`config.mk`:
```
export PLATFORM = sky130hd
export DESIGN_NAME = blkEraseSeq
export DESIGN_NICKNAME = d
export VERILOG_FILES = /design/src/rtl/eraseSeqPkg.sv /design/src/rtl/eraseSeqCtrl.sv /design/src/rtl/eraseSeqDp.sv /design/src/rtl/blkEraseSeq.sv
export SDC_FILE = /design/constraint.sdc
export NUM_CORES = 1
export LEC_CHECK = 0
export ABC_CLOCK_PERIOD_IN_PS = 2150
export BUFFER_PORTS_ARGS = -buffer_cell sky130_fd_sc_hd__buf_2
export CORE_MARGIN = 4
export CORE_UTILIZATION = 35
export DETAILED_ROUTE_END_ITERATION = 10
export HOLD_SLACK_MARGIN = 0.15
export PLACE_DENSITY = 0.7
export SLEW_MARGIN = 10
export SYNTH_ARGS = -nofsm -noshare
export SYNTH_HDL_FRONTEND = slang
export SYNTH_SLANG_ARGS = --single-unit
```
`constraint.sdc`:
```
create_clock -name clk -period 2.15 [get_ports clk]
set_clock_uncertainty 0.2 [all_clocks]
set_input_delay 0.1075 -clock clk [delete_from_list [all_inputs] [get_ports clk]]
set_output_delay 0.1075 -clock clk [all_outputs]
set_load 0.02 [all_outputs]
```
`src/rtl/eraseSeqPkg.sv`:
```
package eraseSeqPkg;

  typedef enum logic [3:0] {
    ST_IDLE, ST_SWE, ST_SETUP, ST_PULSE, ST_CE, ST_CESU, ST_SEV, ST_DWR,
    ST_SEVR, ST_READ, ST_CEV_OK, ST_CSWE_OK, ST_DONE, ST_CEV_BAD, ST_CSWE_BAD, ST_FAIL
  } seqState_e;

  typedef enum logic [3:0] {
    D_SSWE, D_SESU, D_SE, D_CE, D_CESU, D_SEV, D_SEVR, D_CEV, D_CSWE
  } delaySel_e;

  // strobes from control to datapath
  typedef struct packed {
    logic      accept;
    logic      tmrLoad;
    delaySel_e tmrSel;
    logic      addrInit;
    logic      addrNext;
    logic      tryNext;
    logic      selOn;
  } dpCtl_t;

  function automatic int max2(int a, int b);
    return (a > b) ? a : b;
  endfunction

endpackage

```
`src/rtl/eraseSeqCtrl.sv`:
```
module eraseSeqCtrl
  import eraseSeqPkg::*;
(
  input  logic   clk,
  input  logic   rstN,
  input  logic   startReq,
  input  logic   selValid,
  input  logic   tmrZero,
  input  logic   wordOk,
  input  logic   lastWord,
  input  logic   tryAtLimit,
  output dpCtl_t ctl,
  output logic   busy,
  output logic   done,
  output logic   fail,
  output logic   swEn,
  output logic   setupStb,
  output logic   pulseStb,
  output logic   verifyMode,
  output logic   wdtEn,
  output logic   memWrEn,
  output logic   memRdEn
);

  seqState_e state, nxt;

  always_ff @(posedge clk or negedge rstN) begin
    if (!rstN) state <= ST_IDLE;
    else       state <= nxt;
  end

  always_comb begin
    nxt = state;
    ctl = '0;
    case (state)
      ST_IDLE: if (startReq && selValid) begin
        ctl.accept = 1'b1; ctl.tmrLoad = 1'b1; ctl.tmrSel = D_SSWE; nxt = ST_SWE;
      end
      ST_SWE: if (tmrZero) begin
        ctl.tmrLoad = 1'b1; ctl.tmrSel = D_SESU; nxt = ST_SETUP;
      end
      ST_SETUP: if (tmrZero) begin
        ctl.tmrLoad = 1'b1; ctl.tmrSel = D_SE; nxt = ST_PULSE;
      end
      ST_PULSE: if (tmrZero) begin
        ctl.tmrLoad = 1'b1; ctl.tmrSel = D_CE; nxt = ST_CE;
      end
      ST_CE: if (tmrZero) begin
        ctl.tmrLoad = 1'b1; ctl.tmrSel = D_CESU; nxt = ST_CESU;
      end
      ST_CESU: if (tmrZero) begin
        ctl.tmrLoad = 1'b1; ctl.tmrSel = D_SEV; nxt = ST_SEV;
      end
      ST_SEV: if (tmrZero) begin
        ctl.addrInit = 1'b1; nxt = ST_DWR;
      end
      ST_DWR: begin
        ctl.tmrLoad = 1'b1; ctl.tmrSel = D_SEVR; nxt = ST_SEVR;
      end
      ST_SEVR: if (tmrZero) nxt = ST_READ;
      ST_READ: begin
        ctl.tmrLoad = 1'b1; ctl.tmrSel = D_CEV;
        if (!wordOk)       nxt = ST_CEV_BAD;
        else if (lastWord) nxt = ST_CEV_OK;
        else begin
          ctl.tmrLoad = 1'b0; ctl.addrNext = 1'b1; nxt = ST_DWR;
        end
      end
      ST_CEV_OK: if (tmrZero) begin
        ctl.tmrLoad = 1'b1; ctl.tmrSel = D_CSWE; nxt = ST_CSWE_OK;
      end
      ST_CSWE_OK: if (tmrZero) nxt = ST_DONE;
      ST_CEV_BAD: if (tmrZero) begin
        ctl.tmrLoad = 1'b1;
        if (tryAtLimit) begin
          ctl.tmrSel = D_CSWE; nxt = ST_CSWE_BAD;
        end else begin
          ctl.tmrSel = D_SESU; ctl.tryNext = 1'b1; nxt = ST_SETUP;
        end
      end
      ST_CSWE_BAD: if (tmrZero) nxt = ST_FAIL;
      ST_DONE: nxt = ST_IDLE;
      ST_FAIL: nxt = ST_IDLE;
      default: nxt = ST_IDLE;
    endcase
    ctl.selOn = !(state inside {ST_IDLE, ST_SWE, ST_DONE, ST_FAIL});
  end

  always_comb begin
    busy       = !(state inside {ST_IDLE, ST_DONE, ST_FAIL});
    done       = (state == ST_DONE);
    fail       = (state == ST_FAIL);
    swEn       = state inside {ST_SWE, ST_SETUP, ST_PULSE, ST_CE, ST_CESU, ST_SEV,
                               ST_DWR, ST_SEVR, ST_READ, ST_CEV_OK, ST_CEV_BAD};
    setupStb   = state inside {ST_SETUP, ST_PULSE, ST_CE};
    pulseStb   = (state == ST_PULSE);
    wdtEn      = state inside {ST_SETUP, ST_PULSE, ST_CE, ST_CESU};
    verifyMode = state inside {ST_SEV, ST_DWR, ST_SEVR, ST_READ};
    memWrEn    = (state == ST_DWR);
    memRdEn    = (state == ST_READ);
  end

endmodule

```
`src/rtl/eraseSeqDp.sv`:
```
module eraseSeqDp
  import eraseSeqPkg::*;
#(
  parameter int BLK_N   = 8,
  parameter int ADDR_W  = 16,
  parameter int DATA_W  = 16,
  parameter int CNT_W   = 8,
  parameter int MAX_TRY = 3,
  parameter int T_SSWE  = 2,
  parameter int T_SESU  = 3,
  parameter int T_SE    = 10,
  parameter int T_CE    = 2,
  parameter int T_CESU  = 2,
  parameter int T_SEV   = 3,
  parameter int T_SEVR  = 2,
  parameter int T_CEV   = 2,
  parameter int T_CSWE  = 2
) (
  input  logic              clk,
  input  logic              rstN,
  input  dpCtl_t            ctl,
  input  logic [BLK_N-1:0]  blkSel,
  input  logic [ADDR_W-1:0] blkStart,
  input  logic [ADDR_W-1:0] blkEnd,
  input  logic [DATA_W-1:0] memRdData,
  output logic              selValid,
  output logic              tmrZero,
  output logic              wordOk,
  output logic              lastWord,
  output logic              tryAtLimit,
  output logic [BLK_N-1:0]  blkSelOut,
  output logic [ADDR_W-1:0] memAddr,
  output logic [DATA_W-1:0] memWrData
);

  localparam int TRY_W = $clog2(MAX_TRY + 1);

  logic [BLK_N-1:0]  selLat;
  logic [ADDR_W-1:0] startLat, endLat, curAddr;
  logic [CNT_W-1:0]  tmrCnt, tmrInit;
  logic [TRY_W-1:0]  tryCnt;

  always_comb begin
    case (ctl.tmrSel)
      D_SSWE:  tmrInit = CNT_W'(T_SSWE - 1);
      D_SESU:  tmrInit = CNT_W'(T_SESU - 1);
      D_SE:    tmrInit = CNT_W'(T_SE - 1);
      D_CE:    tmrInit = CNT_W'(T_CE - 1);
      D_CESU:  tmrInit = CNT_W'(T_CESU - 1);
      D_SEV:   tmrInit = CNT_W'(T_SEV - 1);
      D_SEVR:  tmrInit = CNT_W'(T_SEVR - 1);
      D_CEV:   tmrInit = CNT_W'(T_CEV - 1);
      D_CSWE:  tmrInit = CNT_W'(T_CSWE - 1);
      default: tmrInit = '0;
    endcase
  end

  always_ff @(posedge clk or negedge rstN) begin
    if (!rstN) begin
      selLat   <= '0;
      startLat <= '0;
      endLat   <= '0;
      curAddr  <= '0;
      tmrCnt   <= '0;
      tryCnt   <= '0;
    end else begin
      if (ctl.accept) begin
        selLat   <= blkSel;
        startLat <= blkStart;
        endLat   <= blkEnd;
        tryCnt   <= TRY_W'(1);
      end else if (ctl.tryNext) begin
        tryCnt <= tryCnt + 1'b1;
      end
      if (ctl.tmrLoad)             tmrCnt <= tmrInit;
      else if (tmrCnt != '0)       tmrCnt <= tmrCnt - 1'b1;
      if (ctl.addrInit)            curAddr <= startLat;
      else if (ctl.addrNext)       curAddr <= curAddr + ADDR_W'(2);
    end
  end

  assign selValid   = $onehot(blkSel);
  assign tmrZero    = (tmrCnt == '0);
  assign wordOk     = &memRdData;
  assign lastWord   = (curAddr == endLat);
  assign tryAtLimit = (tryCnt >= TRY_W'(MAX_TRY));
  assign blkSelOut  = ctl.selOn ? selLat : '0;
  assign memAddr    = curAddr;
  assign memWrData  = DATA_W'(8'hFF);

endmodule

```
`src/rtl/blkEraseSeq.sv`:
```
module blkEraseSeq
  import eraseSeqPkg::*;
#(
  parameter int BLK_N   = 8,
  parameter int ADDR_W  = 16,
  parameter int DATA_W  = 16,
  parameter int MAX_TRY = 3,
  parameter int T_SSWE  = 2,
  parameter int T_SESU  = 3,
  parameter int T_SE    = 10,
  parameter int T_CE    = 2,
  parameter int T_CESU  = 2,
  parameter int T_SEV   = 3,
  parameter int T_SEVR  = 2,
  parameter int T_CEV   = 2,
  parameter int T_CSWE  = 2
) (
  input  logic              clk,
  input  logic              rstN,
  input  logic              startReq,
  input  logic [BLK_N-1:0]  blkSel,
  input  logic [ADDR_W-1:0] blkStart,
  input  logic [ADDR_W-1:0] blkEnd,
  output logic              busy,
  output logic              done,
  output logic              fail,
  output logic              swEn,
  output logic              setupStb,
  output logic              pulseStb,
  output logic              verifyMode,
  output logic              wdtEn,
  output logic [BLK_N-1:0]  blkSelOut,
  output logic              memWrEn,
  output logic              memRdEn,
  output logic [ADDR_W-1:0] memAddr,
  output logic [DATA_W-1:0] memWrData,
  input  logic [DATA_W-1:0] memRdData
);

  localparam int WAIT_MAX = max2(max2(max2(T_SSWE, T_SESU), max2(T_SE, T_CE)),
                                 max2(max2(T_CESU, T_SEV), max2(max2(T_SEVR, T_CEV), T_CSWE)));
  localparam int CNT_W = $clog2(WAIT_MAX + 1);

  dpCtl_t ctl;
  logic   selValid, tmrZero, wordOk, lastWord, tryAtLimit;

  eraseSeqCtrl uCtrl (
    .clk(clk), .rstN(rstN), .startReq(startReq), .selValid(selValid),
    .tmrZero(tmrZero), .wordOk(wordOk), .lastWord(lastWord), .tryAtLimit(tryAtLimit),
    .ctl(ctl), .busy(busy), .done(done), .fail(fail), .swEn(swEn),
    .setupStb(setupStb), .pulseStb(pulseStb), .verifyMode(verifyMode),
    .wdtEn(wdtEn), .memWrEn(memWrEn), .memRdEn(memRdEn)
  );

  eraseSeqDp #(
    .BLK_N(BLK_N), .ADDR_W(ADDR_W), .DATA_W(DATA_W), .CNT_W(CNT_W), .MAX_TRY(MAX_TRY),
    .T_SSWE(T_SSWE), .T_SESU(T_SESU), .T_SE(T_SE), .T_CE(T_CE), .T_CESU(T_CESU),
    .T_SEV(T_SEV), .T_SEVR(T_SEVR), .T_CEV(T_CEV), .T_CSWE(T_CSWE)
  ) uDp (
    .clk(clk), .rstN(rstN), .ctl(ctl), .blkSel(blkSel), .blkStart(blkStart),
    .blkEnd(blkEnd), .memRdData(memRdData), .selValid(selValid), .tmrZero(tmrZero),
    .wordOk(wordOk), .lastWord(lastWord), .tryAtLimit(tryAtLimit),
    .blkSelOut(blkSelOut), .memAddr(memAddr), .memWrData(memWrData)
  );

endmodule

```
==> results <==
- TritonCTS built the clock tree.
- The layout filler cell count is 848.
- From synthesis to final layout, the design area changed by 65.2%.
- The H-tree generated during clock tree synthesis spans 3 levels.
- By count the netlist is led by nand2_1, dfrtp_1, nor2_1, xor2_1, buf_4.
- The starting utilization of the core area is 0.360.
- The smallest setup slack after layout is -1010 ps.
- The share of total power dissipated in the clock network is 0.170.
- The critical path goes through buf_8 > ha_4 > fa_1 > inv_1 > fa_1 > inv_1 > ha_2 > fa_1 > nor4b_4 > nand4_1 > buf_4 > inv_4 > buf_12 > buf_16 > nand2_2 > nand2_1.
- Of the total power, the share spent switching nets is 0.428.
- The final-report max-slew violation count is 0.
- The path class of the tightest hold or removal check is primary input to flop.
- The per-cell routed wire length is 17.7 um.
- In the final design database the tool counted 743 nets.
- Setup repair after global routing could not meet its margin everywhere.
- The number of storage elements in the synthesis netlist is 66.
- For this run, design rule violations remaining after detail routing come to 0.
- The largest single stage delay on the critical path is 530 ps.
- The end of the worst register-to-register path is uDp.memAddr[12].
- Synthesis instantiated 58 different standard cells from the library.
- The number of global-route vias before repair is 4,321.
- The cell repeated most along the worst path is fa_1.
- The highest net fanout along the worst path is 8.
- The final instance area is 0.00647 mm^2.
- The die is 114 um tall.
- The initial antenna violation count is 0.
- The number of instances in the synthesized netlist is 463.
- In this run the power density over the cells is 1100 mW/mm^2.
- The required time reported for the critical path endpoint is 2240 ps.
- The average via count per standard cell is 5.25.
- Along the worst hold path, the cell count comes to 6.
- The most used flip-flop cell after synthesis is dfrtp_1.
- The switching power is 3.05 mW.
- The setup slack of the most critical reg-to-reg path is -150 ps.
- The fraction of registers with async set/reset is 1.00.
- The estimated wirelength of the detail-placed design is 8450 um.
- In this run the clock root is driven by a clkbuf_8.
- For this run, the total global-route usage over all layers was measured as 0.212.
- The number of warnings printed during yosys synthesis is 0.
- The clock latency on the worst-skew pair is 360 ps.
- The pre-antenna-repair detailed-routing pass consisted of 6 iterations.
- The capture endpoint of the worst hold path is uCtrl.state[2].
- The count of endpoints failing hold in the final timing report came to 0.
- The max-capacitance violation count is 0.
- The minimum period implied by the final worst setup slack is 3160 ps.
- The final total negative setup slack is -46,820 ps.
- The final reports fail on negative setup slack.
- The setup-violating endpoint count in the final report is 62.
- Dividing the final minimum period by the clock period gives 1.47.
- The slowest library cell on the worst path is fa_1.
- The repair_antennas step left the layout with diodes totalling 0.
- The startpoint identified for the worst hold timing path is memRdData[1].
- The total clock sinks is 66.
- The congestion estimate from routability-driven global placement came to 0.904.
- The top cell type by total area after synthesis is dfrtp_1.
- The register clock-pin slew on the reported worst setup and hold paths is 70 ps.
- The initialized floorplan defines 38 standard-cell rows.
- After synthesis the cells add up to 0.00392 mm^2.
- The remaining antenna violation count is 0.
- Of the synthesized area, sequential elements account for 0.421.
- The top-area cell type share of the netlist area is 0.421.
- The floorplan die area is 0.0130 mm^2.
- The worst register-to-register path begins at uDp.endLat[12].
- The worst setup path is launched from a primary input.
- The number of enable flip-flop cells after synthesis is 0.
- The average instance in the mapped netlist occupies 8.47 um^2.
- The standby leakage power is 3.22 nW.
- The clock buffer count from CTS is 9.
- The share of total power dissipated in sequential elements is 0.311.
- The cell area after placement is 0.00487 mm^2.
- The largest net degree at the start of global routing is 67.
- After floorplanning, the core was sized to cover 0.0109 mm^2.
- The fraction of layout cells with a size suffix above 1 is 0.454.
- The category of the critical setup timing path is primary input to flop.
- Wires add up to 14,400 um.
- For this design the top-level I/O count stands at 109.
- The share of total power dissipated in combinational logic is 0.519.
- Data arrives at the worst endpoint at 3250 ps.
- The routed layout has 4,277 vias.
- After synthesis, the cell types taking the most area are dfrtp_1, nand2_1, xor2_1.
- Counting along the longest clock path gives a buffer depth of 2.
- The remaining global-route overflow is 0.
- The flow ran to the end, but the final reports show violations.
- The worst-case reg-to-reg path depth is 8.
- The maximum clock frequency is 0.317 GHz.
- The first global-routing pass estimated 21,400 um of wire.
- The die boundary width is 114 um.
- The initial detailed-routing violation count is 310.
- IR analysis of the VDD net gives a maximum drop of 0.461 mV.
- The capturing element type of the critical path is a flop.
- Cell internal power was estimated by the tool at 4.07 mW.
- During placement, the flow inserted port buffers numbering 92.
- The most repeated cell in the gate-level netlist after synthesis is nand2_1.
- The family with the most delay on the worst path is adder cells.
- The worst path buffer plus inverter count is 7.
## final cells by class
type	count	area, um^2	area share
repair buffers	217	1750	0.271
inverters	15	58.8	0.00908
multi-input cells	362	2610	0.402
flip-flops and latches	66	1660	0.256
well taps	140	175	0.0271
clock inverters	2	60.1	0.00928
clock buffers	12	165	0.0255
## metal layers
layer  part of all wire  global-route usage  wire [um]  vias up
li1                   -                   -          -     1948
met1               0.37               0.247       5290     2018
met2               0.49               0.359       7060      233
met3              0.082              0.0488       1170       78
met4              0.059               0.117        848        0
met5                  0                   0          0        -
## cell families (layout without fill, tap and decap cells)
kind of cell / after synthesis / count (layout) / share of synthesized area
and+or+nand+nor: 240 / 241 / 0.292
xor gates and xnor gates: 20 / 20 / 0.0447
buffers and inverters: 50 / 246 / 0.0651
other: 2 / 16 / 0.00192
DFF: 66 / 66 / 0.421
AOI/OAI and AO/OA: 70 / 70 / 0.120
adders and majority gates: 13 / 13 / 0.0492
muxes: 2 / 2 / 0.00511
## cells in the final DEF, fill, tap and decap left out, types with 7 or more instances in the layout
cell type,Yosys,layout
dlygate4sd3_1,0,42
buf_2,3,88
dfrtp_1,66,62
nand2_1,155,96
nand2_2,0,39
and2_1,9,9
nand2_4,0,20
xor2_1,18,12
clkbuf_8,0,12
o21ai_1,3,7
a21oi_1,11,10
nand4_1,10,10
buf_4,17,60
nor2_1,18,14
inv_1,14,9
buf_6,0,14
conb_1,2,16
o21ai_0,15,8
## power by group through the flow
stage | clock network, mW | registers [mW] | logic [mW]
detailed placement | 0 | 2.15 | 2.93
floorplan | 0 | 2.21 | 1.80
global route | 1.30 | 2.26 | 4.00
global placement | 0 | 2.13 | 2.85
finish | 1.21 | 2.21 | 3.70
CTS | 1.22 | 2.14 | 3.23
## metrics by stage
stage               worst slack [ps]  power, mW  std cells  hold slack [ps]   util
finish                         -1010       7.12        814              194  0.595
global route                   -1090       7.55        814              213  0.595
CTS                             -840       6.60        793              184  0.541
detailed placement             -1390       5.08        725            -49.0  0.448
global placement               -1280       4.97        725            -53.0  0.448
floorplan                      -1100       4.01        477             -388      -
## timing repair
action,in CTS,in global routing
hold buffers,42,0
gates cloned,4,2
endpoints found under the setup margin,66,72
hold endpoints to repair,106,0
pin swaps,26,57
buffers inserted,8,19
gates resized for setup,51,109
## worst max path at each step
stage,from,endpoint,cells past startpoint
global route,blkSel[4],uDp.startLat[5],16
finish,blkSel[4],uDp.startLat[5],16
floorplan,blkSel[4],uDp.endLat[0],13
global placement,blkSel[4],uDp.endLat[2],13
CTS,blkSel[4],uDp.endLat[5],16
detailed placement,blkSel[4],uDp.startLat[6],13
## flip-flops by register name (all words and copies together) (netlist names)
name	cells
uDp.startLat	16
uDp.endLat	16
uDp.memAddr	16
uDp.selLat	8
uCtrl.state	4
uDp.tmrCnt	4
uDp.tryCnt	2
## worst reg2reg max path, cell delays in order (launching register included)
cell     delay (ps)
dfrtp_1         410
xor2_1          180
nor4_2          370
buf_4           190
nand4_4         160
buf_6           180
nand3_4         120
o31ai_1         110
a211o_1         270
Power figures use the tool's default switching activity.
